--- src/rtl/segtmr_pkg.sv ---
package segtmr_pkg;

    typedef enum logic [1:0] {
        ST_CLOSED  = 2'd0,
        ST_CONNECT = 2'd1,
        ST_OPEN    = 2'd2,
        ST_SPARE   = 2'd3
    } snd_state_e;

    typedef enum logic [1:0] {
        TM_OFF,
        TM_CONN,
        TM_RETX,
        TM_PERSIST
    } tmr_mode_e;

    typedef struct packed {
        logic syn;
        logic probe;
        logic rto;
    } tmr_fire_t;

    function automatic int unsigned max3(input int unsigned a, input int unsigned b,
                                         input int unsigned c);
        int unsigned m;
        m = (a > b) ? a : b;
        return (m > c) ? m : c;
    endfunction

    function automatic int unsigned bits_for(input int unsigned v);
        return $clog2(v + 1);
    endfunction

endpackage

--- src/rtl/segtmr_track.sv ---
module segtmr_track
    import segtmr_pkg::*;
#(
    parameter int unsigned SEQ_W    = 32,
    parameter int unsigned WIN_W    = 24,
    parameter int unsigned DUP_ACKS = 3
) (
    input  logic              clk,
    input  logic              rst,
    input  snd_state_e        state,
    input  logic [SEQ_W-1:0]  isn,
    input  logic              seg_sent,
    input  logic [SEQ_W-1:0]  seg_end,
    input  logic              ack_valid,
    input  logic [SEQ_W-1:0]  ack_num,
    input  logic [WIN_W-1:0]  ack_win,
    output logic [SEQ_W-4:0]  una_w,
    output logic [SEQ_W-4:0]  nxt_w,
    output logic [WIN_W-1:0]  win_q,
    output logic              adv,
    output logic              fast_q
);
    localparam int unsigned QW = SEQ_W - 3;
    localparam int unsigned DW = bits_for(DUP_ACKS);

    logic          is_open;
    logic [QW-1:0] ack_w, seg_w, d_ack, d_out, d_seg;
    logic          dup, seg_ahead;
    logic [DW-1:0] dup_cnt;

    assign is_open   = (state == ST_OPEN);
    assign ack_w     = ack_num[SEQ_W-1:3];
    assign seg_w     = seg_end[SEQ_W-1:3];
    assign d_ack     = ack_w - una_w;
    assign d_out     = nxt_w - una_w;
    assign d_seg     = seg_w - nxt_w;
    assign adv       = is_open && ack_valid && (d_ack != '0) && (d_ack <= d_out);
    assign dup       = is_open && ack_valid && (d_ack == '0) && (d_out != '0)
                       && (ack_num[2:0] == 3'd0);
    assign seg_ahead = is_open && seg_sent && (d_seg != '0) && !d_seg[QW-1];

    always_ff @(posedge clk) begin
        if (rst) begin
            una_w   <= '0;
            nxt_w   <= '0;
            win_q   <= '0;
            dup_cnt <= '0;
            fast_q  <= 1'b0;
        end else if (!is_open) begin
            una_w   <= isn[SEQ_W-1:3];
            nxt_w   <= isn[SEQ_W-1:3];
            win_q   <= '0;
            dup_cnt <= '0;
            fast_q  <= 1'b0;
        end else begin
            fast_q <= 1'b0;
            if (adv)       una_w <= ack_w;
            if (seg_ahead) nxt_w <= seg_w;
            if (ack_valid) win_q <= ack_win;
            if (adv) begin
                dup_cnt <= '0;
            end else if (dup && (dup_cnt < DW'(DUP_ACKS))) begin
                dup_cnt <= dup_cnt + 1'b1;
                if (dup_cnt == DW'(DUP_ACKS - 1)) fast_q <= 1'b1;
            end
        end
    end

    AST_FAST_SINGLE: assert property (@(posedge clk) disable iff (rst)
        fast_q |=> !fast_q);

    AST_ISN_ALIGNED: assert property (@(posedge clk) disable iff (rst)
        !is_open |-> (isn[2:0] == 3'd0));

endmodule

--- src/rtl/segtmr_backoff.sv ---
module segtmr_backoff #(
    parameter int unsigned BASE_RTO  = 64,
    parameter int unsigned MAX_SHIFT = 4,
    parameter int unsigned TW        = 11
) (
    input  logic          clk,
    input  logic          rst,
    input  logic          clear,
    input  logic          rto_fire,
    output logic [TW-1:0] retx_load
);
    localparam int unsigned SW = $clog2(MAX_SHIFT + 1);

    logic [SW-1:0] sh, next_sh;

    always_comb begin
        if (clear)
            next_sh = '0;
        else if (rto_fire && (sh < SW'(MAX_SHIFT)))
            next_sh = sh + 1'b1;
        else
            next_sh = sh;
    end

    assign retx_load = TW'(BASE_RTO) << next_sh;

    always_ff @(posedge clk) begin
        if (rst) sh <= '0;
        else     sh <= next_sh;
    end

    AST_SHIFT_CAP: assert property (@(posedge clk) disable iff (rst)
        sh <= SW'(MAX_SHIFT));

    AST_CLEAR_BASE: assert property (@(posedge clk) disable iff (rst)
        clear |=> (sh == '0));

endmodule

--- src/rtl/segtmr_clock.sv ---
module segtmr_clock
    import segtmr_pkg::*;
#(
    parameter int unsigned CONN_TICKS    = 200,
    parameter int unsigned PERSIST_TICKS = 150,
    parameter int unsigned TW            = 11
) (
    input  logic          clk,
    input  logic          rst,
    input  tmr_mode_e     mode,
    input  logic          kick,
    input  logic [TW-1:0] retx_load,
    output logic          rto_fire,
    output tmr_fire_t     fire_q
);
    tmr_mode_e     mode_q;
    logic [TW-1:0] cnt, load_val;
    logic          mode_chg, reload_now, expire;

    always_comb begin
        case (mode)
            TM_CONN:    load_val = TW'(CONN_TICKS);
            TM_RETX:    load_val = retx_load;
            TM_PERSIST: load_val = TW'(PERSIST_TICKS);
            default:    load_val = '0;
        endcase
    end

    assign mode_chg   = (mode != mode_q);
    assign reload_now = !mode_chg && (mode == TM_RETX) && kick;
    assign expire     = !mode_chg && (mode != TM_OFF) && !reload_now && (cnt == TW'(1));
    assign rto_fire   = expire && (mode == TM_RETX);

    always_ff @(posedge clk) begin
        if (rst) begin
            cnt    <= '0;
            mode_q <= TM_OFF;
            fire_q <= '0;
        end else begin
            mode_q       <= mode;
            fire_q.syn   <= expire && (mode == TM_CONN);
            fire_q.probe <= expire && (mode == TM_PERSIST);
            fire_q.rto   <= rto_fire;
            if (mode_chg || reload_now || expire)
                cnt <= load_val;
            else if (mode == TM_OFF)
                cnt <= '0;
            else
                cnt <= cnt - 1'b1;
        end
    end

    AST_ONE_FIRE: assert property (@(posedge clk) disable iff (rst)
        $onehot0(fire_q));

    AST_IDLE_ZERO: assert property (@(posedge clk) disable iff (rst)
        (mode == TM_OFF) |=> (cnt == '0));

endmodule

--- src/rtl/tcp_tx_timer.sv ---
module tcp_tx_timer
    import segtmr_pkg::*;
#(
    parameter int unsigned SEQ_W         = 32,
    parameter int unsigned WIN_W         = 24,
    parameter int unsigned BASE_RTO      = 64,
    parameter int unsigned MAX_SHIFT     = 4,
    parameter int unsigned CONN_TICKS    = 200,
    parameter int unsigned PERSIST_TICKS = 150,
    parameter int unsigned MIN_WIN       = 512,
    parameter int unsigned DUP_ACKS      = 3
) (
    input  logic             clk,
    input  logic             rst,
    input  logic [1:0]       sender_state,
    input  logic [SEQ_W-1:0] isn,
    input  logic             seg_sent,
    input  logic [SEQ_W-1:0] seg_end,
    input  logic             ack_valid,
    input  logic [SEQ_W-1:0] ack_num,
    input  logic [WIN_W-1:0] ack_win,
    output logic             send_en,
    output logic             retx_req,
    output logic [SEQ_W-1:0] retx_seq,
    output logic             probe_req,
    output logic             syn_retry
);
    localparam int unsigned QW = SEQ_W - 3;
    localparam int unsigned TW = bits_for(max3(BASE_RTO << MAX_SHIFT, CONN_TICKS, PERSIST_TICKS));

    snd_state_e    st;
    logic          is_open;
    logic [QW-1:0] una_w, nxt_w, d_out;
    logic [WIN_W-1:0] win_q;
    logic          adv, fast_q, owed;
    logic [SEQ_W-1:0] out_bytes, win_ext, usable;
    tmr_mode_e     mode;
    logic          kick, rto_fire;
    logic [TW-1:0] retx_load;
    tmr_fire_t     fire;

    assign st      = snd_state_e'(sender_state);
    assign is_open = (st == ST_OPEN);

    segtmr_track #(.SEQ_W(SEQ_W), .WIN_W(WIN_W), .DUP_ACKS(DUP_ACKS)) u_track (
        .clk(clk), .rst(rst), .state(st), .isn(isn),
        .seg_sent(seg_sent), .seg_end(seg_end),
        .ack_valid(ack_valid), .ack_num(ack_num), .ack_win(ack_win),
        .una_w(una_w), .nxt_w(nxt_w), .win_q(win_q), .adv(adv), .fast_q(fast_q)
    );

    assign d_out     = nxt_w - una_w;
    assign owed      = (d_out != '0);
    assign out_bytes = {d_out, 3'b000};
    assign win_ext   = SEQ_W'(win_q);
    assign usable    = (win_ext > out_bytes) ? (win_ext - out_bytes) : '0;
    assign send_en   = is_open && (usable >= SEQ_W'(MIN_WIN));

    always_comb begin
        if (st == ST_CONNECT)      mode = TM_CONN;
        else if (!is_open)         mode = TM_OFF;
        else if (owed)             mode = TM_RETX;
        else if (!send_en)         mode = TM_PERSIST;
        else                       mode = TM_OFF;
    end

    assign kick = (is_open && seg_sent) || adv;

    segtmr_backoff #(.BASE_RTO(BASE_RTO), .MAX_SHIFT(MAX_SHIFT), .TW(TW)) u_backoff (
        .clk(clk), .rst(rst), .clear(adv || !is_open),
        .rto_fire(rto_fire), .retx_load(retx_load)
    );

    segtmr_clock #(.CONN_TICKS(CONN_TICKS), .PERSIST_TICKS(PERSIST_TICKS), .TW(TW)) u_clock (
        .clk(clk), .rst(rst), .mode(mode), .kick(kick),
        .retx_load(retx_load), .rto_fire(rto_fire), .fire_q(fire)
    );

    assign retx_req  = fast_q || fire.rto;
    assign retx_seq  = {una_w, 3'b000};
    assign probe_req = fire.probe;
    assign syn_retry = fire.syn;

    AST_SEND_OPEN: assert property (@(posedge clk) disable iff (rst)
        send_en |-> (sender_state == 2'd2));

    AST_SEG_ALIGNED: assert property (@(posedge clk) disable iff (rst)
        (is_open && seg_sent) |-> (seg_end[2:0] == 3'd0));

endmodule

--- config.mk ---
export PLATFORM = sky130hd
export DESIGN_NAME = tcp_tx_timer
export DESIGN_NICKNAME = d
export VERILOG_FILES = /design/src/rtl/segtmr_pkg.sv /design/src/rtl/segtmr_track.sv /design/src/rtl/segtmr_backoff.sv /design/src/rtl/segtmr_clock.sv /design/src/rtl/tcp_tx_timer.sv
export SDC_FILE = /design/constraint.sdc
export NUM_CORES = 1
export LEC_CHECK = 0
export BUFFER_PORTS_ARGS = -buffer_cell sky130_fd_sc_hd__buf_2
export CORE_MARGIN = 2
export CORE_UTILIZATION = 60
export DETAILED_ROUTE_END_ITERATION = 10
export PLACE_DENSITY = 0.83
export SLEW_MARGIN = 30
export SYNTH_ARGS = -nofsm -noshare
export SYNTH_HDL_FRONTEND = slang
export SYNTH_SLANG_ARGS = --single-unit
export TNS_END_PERCENT = 10
--- constraint.sdc ---
create_clock -name clk -period 9.45 [get_ports clk]
set_clock_uncertainty 0.15 [all_clocks]
set_input_delay 0.4725 -clock clk [delete_from_list [all_inputs] [get_ports clk]]
set_output_delay 0.4725 -clock clk [all_outputs]
set_load 0.01 [all_outputs]
==> After elaboration in Yosys (flattened, before gate mapping) <==
Index checks and enable logic that the tools add are counted.
{ "totals": {"out_inout_bits": 36, "rom_bits": 0, "mem_count": 0, "inputBits": 126, "mem_bits_rw": 0, "register_bits": 104, "latchBits": 0, "wordCells": 90} }
{ "classes": {"reduce_logical": 39, "bitwise_logic": 2, "addsub": 7, "div_mod_pow": 0, "multipliers": 0, "order_cmp": 5, "n_mux": 15, "n_shift": 1, "n_eq_ne": 10} }
{ "ops": {"columns": ["operator", "count"], "rows": [
  ["2-to-1 mux 29 bit", 4],
  ["nonzero test 29 bit", 3],
  ["subtractor 29 bit", 3],
  ["case mux 11 bit (3 select lines)", 1],
  [">= comparator 32 x 10 -> 1 bit, second input constant", 1],
  ["greater-than comparator 24 x 32 -> 1 bit", 1],
  ["2-to-1 mux 32 bit", 1],
  ["subtractor 24 x 32 -> 32 bit", 1],
  ["less-or-equal comparator 29 bit", 1],
  ["zero test 29 bit", 1],
  ["2-to-1 mux 11 bit", 2],
  ["logical AND 1 bit", 20],
  ["== test 11 x 1 -> 1 bit, second input constant", 1],
  ["left shift 7 x 3 -> 11 bit, first input constant", 1],
  ["subtractor 11 x 1 -> 11 bit, second input constant", 1],
  ["== test 2 bit, second input constant", 4],
  ["2-to-1 mux 2 bit", 4],
  ["2-to-1 mux 3 bit", 2],
  ["logical OR 1 bit", 5],
  ["== test 2 x 1 -> 1 bit, second input constant", 2],
  ["zero test 1 bit", 4],
  ["inequality test 2 x 1 -> 1 bit, second input constant", 2],
  ["OR reduction 4 bit", 1],
  ["adder 3 x 1 -> 3 bit, second input constant", 1],
  ["11 further kinds", 12]
]} }

==> Longest topological paths before layout <==
Gate-level depths: netlist of run 1.
{ "depth": {"word_depth": 23, "ltp_mapped": 30, "mapped_depth_nobuf": 28} }

==> Modules after synthesis <==
From an unflattened synthesis of run 1, not the netlist that was laid out.
{ "hier_totals": {"cells_unflattened": 1970, "area_unflattened_um2": 14682.8} }
{ "modules_own_cells": {"columns": ["mod", "seq_area_each_um2", "area_each_um2", "n_inst", "cells_per_inst"], "rows": [
  ["segtmr_track", 1701.6, 10034.6, 1, 1339],
  ["tcp_tx_timer", 0.0, 3458.3, 1, 496],
  ["segtmr_clock", 320.3, 893.4, 1, 98],
  ["segtmr_backoff", 60.1, 296.5, 1, 37]
]} }

==> Least setup slack after synthesis of run 1 <==
OpenSTA, ideal clock, no wires.
{ "synth_path": {"path_type": "reg2reg", "from": "reg u_track.nxt_w[0]", "to": "reg u_clock.cnt[9]", "required_time_ps": 9212, "path_stages_with_launch": 31, "t_arrival_ps": 6813, "setup_ps": 88, "path_slack_ps": 2399, "path_cell_list": "dfxtp_1 > inv_1 > ha_1 > fa_1 > nand2b_1 > a21oi_1 > o31a_1 > a31o_2 > a21o_1 > a21oi_1 > xnor2_1 > inv_1 > ha_1 > clkbuf_1 > and3_1 > and3_1 > a211o_1 > a41oi_1 > o21ai_1 > and2_1 > a211o_1 > a21boi_1 > nor4_1 > o32ai_1 > nor4_1 > o311a_1 > or4_4 > or4_1 > buf_2 > mux2_4 > o32ai_2"} }
{ "synth_between": {"elab_chain_cells": 23, "elab_cells_between_ends": 38, "cone_classes": "2 x add/sub; 3 x order compare; 4 x eq/ne; 1 x shift; 10 x mux; 18 x reduce/logical"} }
{ "synth_rtl": {"columns": ["item", "line", "text"], "rows": [
  ["start, declared", "segtmr_track.sv:18", "output logic [SEQ_W-4:0] nxt_w,"],
  ["start signal, assigned", "segtmr_track.sv:51", "nxt_w <= isn[SEQ_W-1:3];"],
  ["start signal, assigned", "segtmr_track.sv:58", "if (seg_ahead) nxt_w <= seg_w;"],
  ["subtractor 29 bit *", "segtmr_track.sv:35, tcp_tx_timer.sv:52", null],
  ["subtractor 24 x 32 -> 32 bit or greater-than comparator 24 x 32 -> 1 bit (tied branches)", "tcp_tx_timer.sv:56", "assign usable = (win_ext > out_bytes) ? (win_ext - out_bytes) : '0;"],
  ["2-to-1 mux 32 bit", "tcp_tx_timer.sv:56", null],
  [">= comparator 32 x 10 -> 1 bit", "tcp_tx_timer.sv:57", "assign send_en = is_open && (usable >= SEQ_W'(MIN_WIN));"],
  ["logical AND 1 bit", "tcp_tx_timer.sv:57", null],
  ["2-to-1 mux 2 bit", "tcp_tx_timer.sv:63", "else if (!send_en) mode = TM_PERSIST;"],
  ["2-to-1 mux 2 bit", "tcp_tx_timer.sv:62", "else if (owed) mode = TM_RETX;"],
  ["2-to-1 mux 2 bit", "tcp_tx_timer.sv:61", "else if (!is_open) mode = TM_OFF;"],
  ["(+6 left out)", null, null],
  ["logical AND 1 bit (2 in series)", "segtmr_clock.sv:31", "assign expire = !mode_chg && (mode != TM_OFF) && !reload_now && (cnt == TW'(1));"],
  ["logical AND 1 bit", "segtmr_clock.sv:32", "assign rto_fire = expire && (mode == TM_RETX);"],
  ["logical AND 1 bit", "segtmr_backoff.sv:19", "else if (rto_fire && (sh < SW'(MAX_SHIFT)))"],
  ["2-to-1 mux 3 bit", "segtmr_backoff.sv:19", null],
  ["2-to-1 mux 3 bit", "segtmr_backoff.sv:17", "if (clear)"],
  ["left shift 7 x 3 -> 11 bit", "segtmr_backoff.sv:25", "assign retx_load = TW'(BASE_RTO) << next_sh;"],
  ["case mux 11 bit (3 select lines)", "segtmr_clock.sv:21", "case (mode)"],
  ["2-to-1 mux 11 bit *", "segtmr_clock.sv:44", "if (mode_chg || reload_now || expire)"],
  ["end signal, assigned", "segtmr_clock.sv:45", "cnt <= load_val;"],
  ["end signal, assigned", "segtmr_clock.sv:49", "cnt <= cnt - 1'b1;"],
  ["end, declared", "segtmr_clock.sv:17", "logic [TW-1:0] cnt, load_val;"]
]} }
Every way passes the cells marked *; elsewhere a longest branch is shown, timed or not.
A chain may end at the register's enable or synchronous reset.

==> Final worst setup path of run 1 <==
Ends and elaborated chain as after synthesis.

==> impl_metrics.env, run 1 <==
export IMPL_outcome="complete, no violations"
export IMPL_synth_async_reset_ratio_pct=0
export IMPL_grt_usage_pct=32.61
export IMPL_portBuffers=152
export IMPL_r2r_start="u_track.nxt_w[0]$_SDFFE_PP0P_"
export IMPL_drive_above_1_share_pct=13.00
export IMPL_num_rows=51
export IMPL_period_share_pct=87.76
export IMPL_clk_pin_slew_worst_paths_ps=80
export IMPL_antenna_found_initial=0
export IMPL_setup_viol=0
export IMPL_area_growth_pct=10.24
export IMPL_drcViolationCount=0
export IMPL_final_nets=1925
export IMPL_hold_buffers=0
export IMPL_grt_max_degree=92
export IMPL_start_kind="flop"
export IMPL_synth_distinct_cells=102
export IMPL_ctsRootBufferMaster="clkbuf_16"
export IMPL_reg2reg_slack_ps=1160
export IMPL_core_area_um2=19330
export IMPL_initial_core_util_pct=60.84
export IMPL_place_congestion=0.9328
export IMPL_vias=12270
export IMPL_viasPerCell=6.343
export IMPL_die_width_um=144.0
export IMPL_worstSetupStartpoint="u_track.nxt_w[0]$_SDFFE_PP0P_"
export IMPL_cp_slowest_cell="or4_1"
export IMPL_grt_ovfl_total=0
export IMPL_syn_area_um2=11760
export IMPL_slew_headroom_pct=42.67
export IMPL_max_freq_mhz=120.6
export IMPL_dieArea_um2=20740
export IMPL_powerDensity_nw_per_um2=158.9
export IMPL_reg2regPathDepth=28
export IMPL_drtPass1Iterations=6
export IMPL_fin_setup_tns_ps=0
export IMPL_synth_edf_count=0
export IMPL_maxSlewViolCount=0
export IMPL_hpwl_um=27380
export IMPL_hold_class="in2reg"
export IMPL_whs_ps=196.6
export IMPL_cts_resized=0
export IMPL_ios=162
export IMPL_r2r_end="u_clock.cnt[9]$_SDFF_PP0_"
export IMPL_postRouteAntennaNets=0
export IMPL_cts_sinks=104
export IMPL_syn_area_per_cell_um2=7.574
export IMPL_fillers=1707
export IMPL_critical_path_class="reg2reg"
export IMPL_postCtsSetupRepairBufs=0
export IMPL_dieHeight_um=144.0
export IMPL_clk_latency_ps=360
export IMPL_htreeDepth=3
export IMPL_end_kind="flop"
export IMPL_crit_end="u_clock.cnt[9]$_SDFF_PP0_"
export IMPL_n_antenna_cell=0
export IMPL_synth_top_flop_cell="dfxtp_1"
export IMPL_crit_fanout=14
export IMPL_cts_buffer_depth=2
export IMPL_seq_area_frac_synth_pct=17.70
export IMPL_cp_num_buf_inv=2
export IMPL_path_delay_family="compound AO/OA/AOI/OAI gates"
export IMPL_vdd_drop_max_v=0.00009622
export IMPL_cap_violations=0
export IMPL_layout_common_cells="a21oi_1, buf_2, nor2_1"
export IMPL_ys_ff_latch=104
export IMPL_dr_first_iter_drc_count=954
export IMPL_cp_depth=28
export IMPL_grt_first_pass_wirelength_um=54410
export IMPL_max_stage_delay_ps=610
export IMPL_p_leak_nw=5.799
export IMPL_grt_setup_unrepaired="no"
export IMPL_synth_warnings=0
export IMPL_grt_pass1_vias=11230
export IMPL_cts_tree="done"
export IMPL_holdCritStartpoint="ack_win[8]"
export IMPL_cp_arrival_ps=8420
export IMPL_wl_per_cell_um=17.67
export IMPL_crit_required_ps=9580
export IMPL_hold_violations=0
export IMPL_fin_util_pct=67.07
export IMPL_cts_buffers=9
export IMPL_synth_cells=1553
export IMPL_wl_um=34170
export IMPL_worst_pin_slew_ps=859.9
export IMPL_fin_crit_ps=8293
export IMPL_final_common_cell="a21oi_1"
how the worst min path moves through the flow:
stage                                    endpoint  slack (ps)  cells after the start
floorplan               u_clock.cnt[0]$_SDFF_PP0_         270                      1
global placement        u_clock.cnt[0]$_SDFF_PP0_         300                      1
detailed placement      u_clock.cnt[0]$_SDFF_PP0_         310                      1
CTS                 u_track.win_q[8]$_SDFFE_PP0P_         200                      3
global route        u_track.win_q[5]$_SDFFE_PP0P_         200                      3
finish              u_track.win_q[8]$_SDFFE_PP0P_         200                      3
layout make-up:
type	count	area, um2	share of cell area (%)
Tap cell	265	331.6	2.557
Sequential cell	104	2082	16.06
Multi-Input combinational cell	1283	9046	69.76
Inverter	112	420.4	3.242
Clock inverter	5	65.06	0.5017
Clock buffer	10	239.0	1.843
Timing Repair Buffer	155	783.3	6.040
cell usage after synthesis (all sizes together), types with 8 or more instances:
cell type	count	area, um2
a211o	8	70.07
a21boi	12	90.09
nand2	77	296.5
inv	112	420.4
o21a	24	180.2
and2	10	62.56
or2	13	81.33
mux2i	58	580.6
nor2	141	529.3
a21o	46	345.3
buf	15	95.09
a2111oi	13	120.1
or3	20	130.1
o2111ai	8	70.07
nand3	39	200.2
nor3	43	220.2
xor2	29	261.5
o211ai	14	105.1
dfxtp	104	2082
nor2b	17	106.4
ha	131	1639
clkbuf	41	153.9
o31ai	9	72.57
a31oi	11	68.82
o21bai	9	67.56
nor3b	8	60.06
a21oi	172	872.1
a211oi	24	180.2
o21ai	95	475.5
nor4	26	190.2
nand4	25	156.4
and3	16	110.1
xnor2	41	359.1
or4	15	116.4
nand2b	22	137.6
worst register-to-register path: cells and delay by family, from the launching register on:
family          cells  cell delay (ps)
compound gates     13             3260
xor+xnor            1              340
fa+ha+maj           3             1020
buf+inv             2              210
flops               1              470
mux                 1              360
simple gates        8             2370
report_power, final:
group	internal [mW]	leakage, nW	switching [mW]
Clock	0.214	0.143	0.182
Sequential	0.464	0.857	0.0238
Combinational	0.459	4.80	0.718
per-stage QoR:
step	cell area, um2	cells	worst slack (ps)	total power [mW]
after global routing	12970	1934	682.3	2.207
after CTS	12960	1934	1318	2.041
after floorplan	11770	1555	2399	1.365
after detailed placement	12660	1919	1354	1.637
final	12970	1934	1157	2.061
after global placement	12660	1919	1445	1.609
logic make-up (layout without fill, tap and decap cells):
kind of cell             Yosys count  in the layout  share of synthesized area [%]
adder cells (fa/ha/maj)          141            141                          15.04
AND/OR/NAND/NOR                  488            488                          21.56
AO/OA/AOI/OAI                    518            518                          29.06
buffers and inverters            168            282                          5.691
XOR/XNOR                          72             72                          5.659
flip-flops                       104            104                          17.70
multiplexers                      61             61                          5.255
other                              1              3                        0.03188
flip-flops by register name, summed over array words and instances, names as in the netlist:
| signal | cells |
|---|---|
| u_track.win_q | 24 |
| u_backoff.sh | 3 |
| u_clock.mode_q | 2 |
| u_clock.fire_q | 3 |
| u_clock.cnt | 11 |
| u_track.fast_q | 1 |
| u_track.dup_cnt | 2 |
| u_track.una_w | 29 |
| u_track.nxt_w | 29 |
routing by layer:
layer / vias to the layer above / wire length, um / global-route usage, %
met2: 509 / 15060 / 51.23
met3: 85 / 2296 / 3.212
li1: 5997 / - / -
met5: - / 0 / 0
met4: 0 / 1351 / 14.50
met1: 5676 / 15460 / 45.37
(Power assumes the default switching activity.)
==> run 2: changes to the inputs <==
--- a/config.mk
+++ b/config.mk
@@ -7,11 +7,11 @@
 export LEC_CHECK = 0
 export BUFFER_PORTS_ARGS = -buffer_cell sky130_fd_sc_hd__buf_2
 export CORE_MARGIN = 2
-export CORE_UTILIZATION = 60
+export CORE_UTILIZATION = 62
 export DETAILED_ROUTE_END_ITERATION = 10
-export PLACE_DENSITY = 0.83
+export PLACE_DENSITY = 0.84
 export SLEW_MARGIN = 30
 export SYNTH_ARGS = -nofsm -noshare
 export SYNTH_HDL_FRONTEND = slang
+export SYNTH_HIERARCHICAL = 1
 export SYNTH_SLANG_ARGS = --single-unit
-export TNS_END_PERCENT = 10
==> constraint.sdc (replaced) <==
create_clock -name clk -period 8 [get_ports clk]
set_clock_uncertainty 0.15 [all_clocks]
set_input_delay 0.4 -clock clk [delete_from_list [all_inputs] [get_ports clk]]
set_output_delay 0.4 -clock clk [all_outputs]
set_load 0.01 [all_outputs]
==> impl_metrics.env, run 2 <==
export IMPL_holdCritStartpoint="ack_win[10]"
export IMPL_r2r_start="u_track/nxt_w[0]$_SDFFE_PP0P_"
export IMPL_synth_cells=1970
export IMPL_slew_headroom_pct=44.15
export IMPL_cts_buffer_depth=2
export IMPL_initial_core_util_pct=62.93
export IMPL_synth_async_reset_ratio_pct=0
export IMPL_drtPass1Iterations=6
export IMPL_drcViolationCount=0
export IMPL_synth_xor_area_share_pct=6.161
export IMPL_regArea_um2=2083
export IMPL_synth_top_flop_cell="dfxtp_1"
export IMPL_synth_distinct_cells=115
export IMPL_syn_area_um2=14680
export IMPL_yosysTopAreaCellShare_pct=14.18
export IMPL_whs_ps=112.3
export IMPL_viasPerCell=6.474
export IMPL_antenna_found_initial=3
export IMPL_fin_crit_ps=7649
export IMPL_worst_pin_slew_ps=835.8
export IMPL_hold_depth=3
export IMPL_start_kind="flop"
export IMPL_reg2regPathDepth=35
export IMPL_top_regs="u_track/nxt_w (29), u_track/una_w (29), u_track/win_q (24)"
export IMPL_place_congestion=0.9858
export IMPL_htreeDepth=3
export IMPL_ys_ff_latch=104
export IMPL_clk_pin_slew_worst_paths_ps=80
export IMPL_cp_slowest_cell="fa_1"
export IMPL_crit_required_ps=8150
export IMPL_synth_top_family_by_area="compound AO/OA/AOI/OAI gates"
export IMPL_postRouteAntennaNets=0
export IMPL_hpwl_um=37980
export IMPL_end_kind="flop"
export IMPL_hold_violations=0
export IMPL_layout_common_cells="nor2_1, nand2_1, ha_1"
export IMPL_max_freq_mhz=130.7
export IMPL_grt_usage_pct=36.55
export IMPL_r2r_end="u_clock/cnt[10]$_SDFF_PP0_"
export IMPL_crit_fanout=8
export IMPL_worst_slack_ps=351.4
export IMPL_yosys_top_cells_area="dfxtp_1, ha_1, nor2_1"
export IMPL_cts_tree="done"
export IMPL_hold_buffers=0
export IMPL_grt_first_pass_wirelength_um=72660
export IMPL_period_share_pct=95.61
export IMPL_p_leak_nw=7.351
export IMPL_reg2reg_slack_ps=350
export IMPL_hold_end="u_track/win_q[10]$_SDFFE_PP0P_"
export IMPL_synthMuxAreaShare_pct=3.392
export IMPL_yosysMostFrequentCell="nor2_1"
export IMPL_setup_viol=0
export IMPL_synth_simple_area_share_pct=26.27
export IMPL_synth_fa_ha_area_share_pct=14.68
export IMPL_wl_per_cell_um=19.52
export IMPL_grt_max_degree=60
export IMPL_powerDensity_nw_per_um2=189.8
export IMPL_cts_buffers=9
export IMPL_dieHeight_um=157.9
export IMPL_cts_sinks=104
export IMPL_ios=162
export IMPL_area_growth_pct=9.783
export IMPL_drive_above_1_share_pct=14.28
export IMPL_dr_first_iter_drc_count=1213
export IMPL_place_ws_ps=-38.03
export IMPL_fin_setup_tns_ps=0
export IMPL_seq_area_frac_synth_pct=14.18
export IMPL_synthTopCellsByCount="nor2_1, nand2_1, ha_1"
export IMPL_grt_pass1_vias=14630
export IMPL_synth_warnings=6
export IMPL_cp_arrival_ps=7800
export IMPL_outcome="complete, no violations"
export IMPL_final_nets=2373
export IMPL_final_common_cell="nor2_1"
export IMPL_max_stage_delay_ps=390
export IMPL_cap_violations=0
export IMPL_fillers=2056
export IMPL_maxSlewViolCount=0
export IMPL_critical_path_class="reg2reg"
export IMPL_die_width_um=157.9
export IMPL_hold_class="in2reg"
export IMPL_num_rows=56
export IMPL_multi_input_comb_area_um2=11830
export IMPL_clk_latency_ps=370
export IMPL_ctsRootBufferMaster="clkbuf_16"
export IMPL_dieArea_um2=24930
export IMPL_synth_compound_area_share_pct=28.77
export IMPL_wl_um=46970
export IMPL_grt_ovfl_total=0
export IMPL_yosysTopAreaCell="dfxtp_1"
export IMPL_core_area_um2=23330
export IMPL_vdd_drop_max_v=0.0001262
export IMPL_portBuffers=152
export IMPL_synth_edf_count=0
export IMPL_syn_area_per_cell_um2=7.453
export IMPL_vias=15580
-- run 2: cell types whose count changed after synthesis, moves of 16 or more --
cell / change
or4b_1: +22
nand2_1: +87
nor2b_1: +18
a21oi_2: +16
o211a_1: +34
ha_1: +30
nor2_1: +57
xnor2_1: +18
a21oi_1: -36
inv_1: +32
a21boi_1: +27
-- run 2: how the worst max path moves through the flow --
| stage | slack, ps | to | cells past startpoint | startpoint |
|---|---|---|---|---|
| 6_report | 350 | u_clock/cnt[10]$_SDFF_PP0_ | 35 | u_track/nxt_w[0]$_SDFFE_PP0P_ |
| 5_1_grt | -80 | u_clock/cnt[10]$_SDFF_PP0_ | 35 | u_track/nxt_w[0]$_SDFFE_PP0P_ |
| 4_1_cts | 60 | u_clock/cnt[6]$_SDFF_PP0_ | 35 | u_track/una_w[4]$_SDFFE_PP0P_ |
| 3_5_place_dp | -40 | u_clock/cnt[6]$_SDFF_PP0_ | 34 | u_track/una_w[4]$_SDFFE_PP0P_ |
| 3_3_place_gp | 150 | u_clock/cnt[7]$_SDFF_PP0_ | 34 | u_track/una_w[4]$_SDFFE_PP0P_ |
| 2_1_floorplan | 300 | u_clock/cnt[10]$_SDFF_PP0_ | 33 | u_track/una_w[4]$_SDFFE_PP0P_ |
-- run 2: power breakdown --
| group | leakage (nW) | switching, mW | internal [mW] |
|---|---|---|---|
| registers | 0.857 | 0.0474 | 0.551 |
| clock network | 0.140 | 0.225 | 0.233 |
| logic | 6.35 | 1.22 | 0.783 |
-- run 2: area by class of cell --
class                      instances  area share, %
antenna                            1        0.01552
clock buffer                      12          1.591
clock inverter                     4         0.2096
inverter                         144          3.353
multi-input combinational       1643          73.38
sequential                       104          12.92
tap                              319          2.476
timing repair buffer             180          6.047
-- run 2: kinds of logic (layout without fill, tap and decap cells) --
kind of cell    after synthesis  count (layout)
simple gates                731             731
fa+ha+maj                   171             171
xor+xnor                    100             100
mux                          49              49
flops                       104             104
compound gates              583             583
other cells                   2              10
buf+inv                     230             340
-- run 2: per-layer routing --
layer	up-vias	part of all wire, %	global-route usage (%)	wire (um)
met5	-	0.057	0	27
met4	4	3.8	15.37	1767
met3	123	6.6	4.407	3093
met2	626	47	61.76	21880
met1	7376	43	46.94	20200
li1	7454	-	-	-
-- run 2: timing repair --
| item | in CTS | in global routing |
|---|---|---|
| gates resized for setup | 2 | 25 |
| setup endpoints to repair | 2 | 8 |
| buffers inserted | 0 | 4 |
| pin swaps | 0 | 10 |
-- run 2: metrics by stage --
stage               instance area (um2)  power (mW)  std cells  utilization [%]
global route                      16120       3.262       2406            69.07
global placement                  15650       2.466       2386            67.08
CTS                               15960       2.976       2402            68.40
floorplan                         14710       2.041       1977                -
detailed placement                15660       2.510       2386            67.11
finish                            16120       3.059       2407            69.09
-- run 2: worst max-delay path: cells and delay by family, from the launching register on --
| family | cells | cell delay, ps |
|---|---|---|
| buffers and inverters | 2 | 220 |
| and+or+nand+nor | 11 | 1970 |
| adders and majority gates | 3 | 920 |
| DFF | 1 | 350 |
| muxes | 1 | 310 |
| xor gates and xnor gates | 2 | 430 |
| AOI/OAI and AO/OA | 16 | 3210 |
